$ cat src/rtl/cbr_pkg.sv
// Shared types for the serial codec control bridge.
// Assumes: at most one codec session is physically open at a time.
package cbr_pkg;

    // Which codec a session addresses.
    typedef enum logic [1:0] {
        SEL_NONE = 2'd0,
        SEL_OUT  = 2'd1,
        SEL_IN   = 2'd2
    } sel_e;

    // One cycle worth of decoded host activity.
    typedef struct packed {
        logic open_out;
        logic open_in;
        logic close;
        logic bit_wr;
        logic bit_val;
    } bus_evt_t;

endpackage

$ cat src/rtl/cbr_addr_decode.sv
// Host access decoder.
// Turns single-cycle read/write strobes into session and bit events.
// Assumes: strobes last one cycle per access; read data is not needed.
module cbr_addr_decode
    import cbr_pkg::*;
#(
    parameter int                ADDR_W     = 4,
    parameter logic [ADDR_W-1:0] A_OPEN_OUT = 4'hE,
    parameter logic [ADDR_W-1:0] A_DATA     = 4'hB,
    parameter logic [ADDR_W-1:0] A_CLOSE    = 4'hA
) (
    input  logic [ADDR_W-1:0] bus_addr,
    input  logic              bus_rd,
    input  logic              bus_wr,
    input  logic [7:0]        bus_wdata,
    output bus_evt_t          evt
);

    localparam int SER_BIT = 7;

    // Decode address matches into events.
    always_comb begin
        evt          = '0;
        evt.open_out = bus_rd && (bus_addr == A_OPEN_OUT);
        evt.open_in  = bus_rd && (bus_addr == A_DATA);
        evt.close    = bus_rd && (bus_addr == A_CLOSE);
        evt.bit_wr   = bus_wr && (bus_addr == A_DATA);
        evt.bit_val  = bus_wdata[SER_BIT];
    end

endmodule

$ cat src/rtl/cbr_session_ctl.sv
// Session controller.
// Tracks the session the host asked for (want) and the one shown on the
// select lines (phys). phys only moves while the shifter is drained. Any
// release of a select is followed by GAP_CLKS idle cycles.
// Assumes: the shifter only receives bits while link_ready is high.
module cbr_session_ctl
    import cbr_pkg::*;
#(
    parameter int GAP_CLKS = 4
) (
    input  logic     clk,
    input  logic     rst_n,
    input  bus_evt_t evt,
    input  logic     drained,
    output sel_e     phys_sel,
    output logic     link_ready,
    output logic     sess_busy
);

    localparam int GW = $clog2(GAP_CLKS + 1);
    localparam logic [GW-1:0] GAP_LOAD = GW'(GAP_CLKS);

    sel_e          want_q, phys_q;
    logic          brk_q;
    logic [GW-1:0] gap_q;

    // Apply host requests and walk the select lines toward the request.
    always_ff @(posedge clk) begin
        if (!rst_n) begin
            want_q <= SEL_NONE;
            phys_q <= SEL_NONE;
            brk_q  <= 1'b0;
            gap_q  <= '0;
        end else begin
            if (drained) begin
                if (gap_q != '0) begin
                    gap_q <= gap_q - 1'b1;
                end else if (brk_q) begin
                    brk_q <= 1'b0;
                    if (phys_q != SEL_NONE) begin
                        phys_q <= SEL_NONE;
                        gap_q  <= GAP_LOAD;
                    end
                end else if (phys_q != want_q) begin
                    if (phys_q != SEL_NONE) begin
                        phys_q <= SEL_NONE;
                        gap_q  <= GAP_LOAD;
                    end else begin
                        phys_q <= want_q;
                    end
                end
            end
            // Host requests come last so they win over the engine.
            if (evt.open_out || evt.open_in) begin
                want_q <= evt.open_out ? SEL_OUT : SEL_IN;
                if (want_q != SEL_NONE || phys_q != SEL_NONE)
                    brk_q <= 1'b1;
            end else if (evt.close) begin
                want_q <= SEL_NONE;
            end
        end
    end

    // Link status seen by the top level.
    always_comb begin
        phys_sel   = phys_q;
        link_ready = (want_q != SEL_NONE) && (phys_q == want_q) &&
                     !brk_q && (gap_q == '0);
        sess_busy  = brk_q || (phys_q != want_q) || (gap_q != '0);
    end

endmodule

$ cat src/rtl/cbr_bit_shifter.sv
// Single-bit serialiser with a one-deep holding register.
// Each bit: data set with the clock low, HALF_CLKS cycles low, HALF_CLKS
// high, then the clock falls and the next held bit (if any) is set.
// Assumes: HALF_CLKS >= 1; push is only raised inside an open session.
module cbr_bit_shifter #(
    parameter int HALF_CLKS = 4
) (
    input  logic clk,
    input  logic rst_n,
    input  logic push,
    input  logic push_bit,
    output logic hold_full,
    output logic shifting,
    output logic sclk,
    output logic sdata
);

    localparam int CW = (HALF_CLKS > 1) ? $clog2(HALF_CLKS) : 1;
    localparam logic [CW-1:0] PH_LOAD = CW'(HALF_CLKS - 1);

    typedef enum logic [1:0] {ST_IDLE, ST_LOW, ST_HIGH} st_e;

    st_e           st_q;
    logic [CW-1:0] cnt_q;
    logic          hold_v_q, hold_b_q;
    logic          take;

    // A held bit is taken when idle or at the end of a high phase.
    always_comb begin
        take = hold_v_q && ((st_q == ST_IDLE) ||
                            (st_q == ST_HIGH && cnt_q == '0));
    end

    // Holding register: accept when empty, free when taken.
    always_ff @(posedge clk) begin
        if (!rst_n) begin
            hold_v_q <= 1'b0;
            hold_b_q <= 1'b0;
        end else if (push && !hold_v_q) begin
            hold_v_q <= 1'b1;
            hold_b_q <= push_bit;
        end else if (take) begin
            hold_v_q <= 1'b0;
        end
    end

    // Phase sequencer for the serial clock and data.
    always_ff @(posedge clk) begin
        if (!rst_n) begin
            st_q  <= ST_IDLE;
            cnt_q <= '0;
            sclk  <= 1'b0;
            sdata <= 1'b0;
        end else begin
            case (st_q)
                ST_IDLE: begin
                    if (take) begin
                        sdata <= hold_b_q;
                        st_q  <= ST_LOW;
                        cnt_q <= PH_LOAD;
                    end
                end
                ST_LOW: begin
                    if (cnt_q == '0) begin
                        sclk  <= 1'b1;
                        st_q  <= ST_HIGH;
                        cnt_q <= PH_LOAD;
                    end else begin
                        cnt_q <= cnt_q - 1'b1;
                    end
                end
                ST_HIGH: begin
                    if (cnt_q == '0) begin
                        sclk <= 1'b0;
                        if (take) begin
                            sdata <= hold_b_q;
                            st_q  <= ST_LOW;
                            cnt_q <= PH_LOAD;
                        end else begin
                            st_q <= ST_IDLE;
                        end
                    end else begin
                        cnt_q <= cnt_q - 1'b1;
                    end
                end
                default: st_q <= ST_IDLE;
            endcase
        end
    end

    // Status toward the top level.
    always_comb begin
        hold_full = hold_v_q;
        shifting  = (st_q != ST_IDLE);
    end

endmodule

$ cat src/rtl/codec_ctl_bridge.sv
// Top level of the serial codec control bridge.
// Wires the decoder, session controller and bit shifter together and maps
// the physical session onto the two active-low selects.
// Assumes: the host waits for busy low before a new session or bit burst.
module codec_ctl_bridge
    import cbr_pkg::*;
#(
    parameter int                ADDR_W     = 4,
    parameter logic [ADDR_W-1:0] A_OPEN_OUT = 4'hE,
    parameter logic [ADDR_W-1:0] A_DATA     = 4'hB,
    parameter logic [ADDR_W-1:0] A_CLOSE    = 4'hA,
    parameter int                HALF_CLKS  = 4,
    parameter int                GAP_CLKS   = 4
) (
    input  logic              clk,
    input  logic              rst_n,
    input  logic [ADDR_W-1:0] bus_addr,
    input  logic              bus_rd,
    input  logic              bus_wr,
    input  logic [7:0]        bus_wdata,
    output logic              busy,
    output logic              out_cs_n,
    output logic              in_cs_n,
    output logic              sclk,
    output logic              sdata
);

    bus_evt_t evt;
    sel_e     phys_sel;
    logic     link_ready, sess_busy;
    logic     hold_full, shifting, drained, push;

    cbr_addr_decode #(
        .ADDR_W    (ADDR_W),
        .A_OPEN_OUT(A_OPEN_OUT),
        .A_DATA    (A_DATA),
        .A_CLOSE   (A_CLOSE)
    ) u_dec (
        .bus_addr (bus_addr),
        .bus_rd   (bus_rd),
        .bus_wr   (bus_wr),
        .bus_wdata(bus_wdata),
        .evt      (evt)
    );

    cbr_session_ctl #(
        .GAP_CLKS(GAP_CLKS)
    ) u_sess (
        .clk       (clk),
        .rst_n     (rst_n),
        .evt       (evt),
        .drained   (drained),
        .phys_sel  (phys_sel),
        .link_ready(link_ready),
        .sess_busy (sess_busy)
    );

    cbr_bit_shifter #(
        .HALF_CLKS(HALF_CLKS)
    ) u_shift (
        .clk      (clk),
        .rst_n    (rst_n),
        .push     (push),
        .push_bit (evt.bit_val),
        .hold_full(hold_full),
        .shifting (shifting),
        .sclk     (sclk),
        .sdata    (sdata)
    );

    // Bit acceptance gate, drain status and select mapping.
    always_comb begin
        push     = evt.bit_wr && link_ready;
        drained  = !shifting && !hold_full;
        busy     = shifting || hold_full || sess_busy;
        out_cs_n = (phys_sel != SEL_OUT);
        in_cs_n  = (phys_sel != SEL_IN);
    end

endmodule

$ cat config.mk
export PLATFORM = sky130hd
export DESIGN_NAME = codec_ctl_bridge
export DESIGN_NICKNAME = d
export VERILOG_FILES = /design/src/rtl/cbr_pkg.sv /design/src/rtl/cbr_addr_decode.sv /design/src/rtl/cbr_session_ctl.sv /design/src/rtl/cbr_bit_shifter.sv /design/src/rtl/codec_ctl_bridge.sv
export SDC_FILE = /design/constraint.sdc
export NUM_CORES = 1
export LEC_CHECK = 0
export ABC_AREA = 1
export CORE_MARGIN = 4
export CORE_UTILIZATION = 50
export DETAILED_ROUTE_END_ITERATION = 12
export GPL_ROUTABILITY_DRIVEN = 0
export PLACE_DENSITY = 0.75
export RECOVER_POWER = 100
export SLEW_MARGIN = 20
export SYNTH_ARGS = -nofsm -noshare
export SYNTH_HDL_FRONTEND = slang
export SYNTH_HIERARCHICAL = 1
export SYNTH_SLANG_ARGS = --single-unit
$ cat constraint.sdc
create_clock -name clk -period 1.5 [get_ports clk]
set_input_delay 0.3 -clock clk [delete_from_list [all_inputs] [get_ports clk]]
set_output_delay 0.3 -clock clk [all_outputs]
set_load 0.02 [all_outputs]
==> run_results.csv <==
group,metric,value,unit
global_route,antenna_found_initial,0,
setup_path,crit_fanout,3,
setup_path,arrival,1.31,ns
global_route,grt_pass1_vias,1013,
power_and_ir_drop,totalPowerFinal,2.37,mW
global_route,grt_overflow,0,
yosys,synthTopCellsByArea,"dfxtp_1 (31%), nand2_1 (11%), ha_1 (11%), inv_1 (9.1%), a21oi_1 (7.7%)",
floorplanning,boundaryPins,21,
power_and_ir_drop,p_per_area,1650,mW/mm^2
floorplanning,core,0.00196,mm^2
sta,rsz0062_at_grt,"yes",
routing,drt-pass1-iter-count,4,
yosys,synthMuxAreaShare,0,%
setup_path,rr_worst_depth,7,
yosys,seq_area_frac_synth,30.9,%
finish,final_util,73.2,%
yosys,syn_nets,183,
sta,period_needed,1.61,ns
floorplanning,rows,16,
global_route,track_usage,19.6,%
sta,slew_headroom,74.1,%
placed_design,dp.cells,218,
sta,finalClockSkew,0.000874,ns
routing,detail_route.vias_per_cell,4.92,
yosys,synth-compound-area-share,16.2,%
cts,insertion_delay,0.30,ns
worst_hold_path,hp-start,"u_shift/hold_b_q",
yosys,synthXorXnorAreaFrac,0.845,%
power_and_ir_drop,ir_worst_vdd,1.02,mV
finish,fin_area,0.00144,mm^2
yosys,synth_top_family_by_area,"simple AND/OR/NAND/NOR gates",
yosys,postSynthAreaPerCell,6.56,um^2
global_route,grt_max_degree,16,
setup_path,worstSetupPathType,"register to primary output",
yosys,syn_inst,158,
yosys,synth_area_leader_cell,"dfxtp_1",
floorplanning,dieArea,0.00286,mm^2
setup_path,cp-end-kind,"primary output",
finish,layout-drive-gt1-share,25.5,%
setup_path,ff2ff_setup_slack,-0.07,ns
cts,cts_tree,"built",
setup_path,cp-start-kind,"register",
global_route,grt_pass1_wl,4040,um
routing,routedWlPerCell,11.1,um
cts,cts_buffers,3,
yosys,synth_simple_gate_area_share,30.7,%
placed_design,port_buffers,13,
cts,clock_path_buffers,2,
routing,wl,2470,um
finish,instances_no_fill,223,
power_and_ir_drop,p_leak,0.694,nW
worst_hold_path,min_to,"u_shift/hold_b_q",
run_status,violations,"negative setup slack",
placed_design,hpwl,1830,um
yosys,ys_top_cells_by_count,"nand2_1 (31), inv_1 (25), nor2_1 (20)",
setup_path,required,1.20,ns
sta,slew_viol_final,0,
yosys,synth_async_sr_flop_share,0,%
cts,clock_sinks,16,
run,cap_violations,0,
yosys,synth_seq_cells,16,
cts,cts.clk_slew.worst_paths,0.09,ns
sta,setup_viol,3,
worst_hold_path,hold_class,"register to register",
routing,drc,0,
cts,cts-htree-levels,1,
run_status,status,"finished with violations",
routing,num_vias,1097,
floorplanning,die_w,53.5,um
worst_hold_path,hold_depth,2,
finish,area_growth,38.5,%
sta,tightest_slew,0.385,ns
floorplanning,start_util,52.8,%
floorplanning,die_y,53.5,um
setup_path,r2r_end,"u_shift/st_q[1]",
yosys,synth.most_common_cell,"nand2_1",
finish,fin_nets,222,
setup_path,timing.rr.start,"u_shift/st_q[1]",
yosys,yosys.cell_types.count,24,
cts,cts-root-buf,"clkbuf_4",
yosys,synth_area,0.00104,mm^2
routing,antenna_left,0,
yosys,yosysWarningCount,6,
sta,layout_setup_ws,-0.113,ns
yosys,synth_edf_count,0,
yosys,synthFlopType,"dfxtp_1",
sta,clock.fmax,620,MHz
yosys,synthAdderAreaFrac,10.9,%
routing,drt-initial-drc-count,21,
yosys,yosys.area.top_type_share,30.9,%
sta,fin_crit_sh,108,%
finish,diodes,0,
placed_design,placed_area,0.00135,mm^2
sta,hold_viol_final,0,
placed_design,place_ws,-0.277,ns
==> cells in the final DEF, fill, tap and decap left out, types with 2 or more instances in the layout <==
cell	n
nand2_1	31
inv_1	22
dlygate4sd2_1	2
nor3_1	4
dfxtp_1	13
o21ai_0	7
buf_4	22
nand2_2	4
dfxtp_2	3
nand3_1	9
ha_4	2
inv_2	5
nor2_1	18
a21oi_1	15
clkbuf_4	3
clkdlybuf4s50_1	7
ha_1	6
o21ai_1	2
nor2_4	2
==> report_power, final <==
part	total (mW)	switching (mW)	internal (mW)
clock network	0.294	0.146	0.148
logic	1.51	0.815	0.690
registers	0.571	0.0564	0.515
==> stage by stage <==
| step | hold slack (ns) | setup TNS [ns] |
|---|---|---|
| 2_1_floorplan | 0.409 | 0 |
| 3_5_place_dp | 0.457 | -0.324 |
| 4_1_cts | 0.471 | -0.186 |
| 5_1_grt | 0.505 | -0.568 |
| 6_report | 0.468 | -0.240 |
| 3_3_place_gp | 0.447 | -0.233 |
==> worst max path at each step <==
stage / startpoint / end / depth (start not counted)
after floorplan: u_shift/st_q[0] / u_sess/gap_q[0] / 8
after global placement: u_sess/gap_q[0] / busy / 6
after detailed placement: u_sess/gap_q[0] / busy / 6
after CTS: u_sess/gap_q[1] / busy / 6
after global routing: u_sess/gap_q[0] / busy / 6
final: u_sess/gap_q[0] / busy / 6
==> per-layer routing <==
layer	global-route usage (%)	share of wire [%]	vias up
met5	0	0	-
met4	11.5	2.1	0
li1	-	-	578
met2	37.6	54	24
met1	19.3	40	490
met3	3.38	3.4	5
==> worst max-delay path, cell delays in order (launching register included) <==
cell,delay [ns]
dfxtp_2,0.35
nor2_4,0.14
ha_4,0.15
nand4_1,0.10
inv_1,0.08
nand2_1,0.06
buf_6,0.13
==> state kept, by name, indices dropped and copies added, names as in the netlist <==
signal	cells
u_shift/cnt_q	2
u_sess/phys_sel	2
u_sess/gap_q	3
u_shift/hold_b_q	1
u_shift/hold_full	1
u_sess/want_q	2
u_shift/st_q	2
u_shift/sclk	1
u_shift/sdata	1
u_sess/brk_q	1
==> cell type report <==
cell class | count | area, um^2
sequential | 16 | 324
clock buffer | 4 | 36.3
multi-input combinational | 114 | 657
fill | 182 | 527
tap | 27 | 33.8
timing repair buffer | 35 | 283
inverter | 27 | 101
==> cells by family after synthesis <==
kind of cell,Yosys count
AOI/OAI and AO/OA,31
xor gates and xnor gates,1
adders and majority gates,9
buffers and inverters,28
DFF,16
and+or+nand+nor,73
==> what timing repair did <==
action,in CTS,in global routing
buffers inserted,0,1
hold buffers,0,0
gates cloned,0,0
endpoints found under the setup margin,8,14
pin swaps,1,6
resized for setup,12,20
Note: power is estimated with default switching activity, not from simulation.
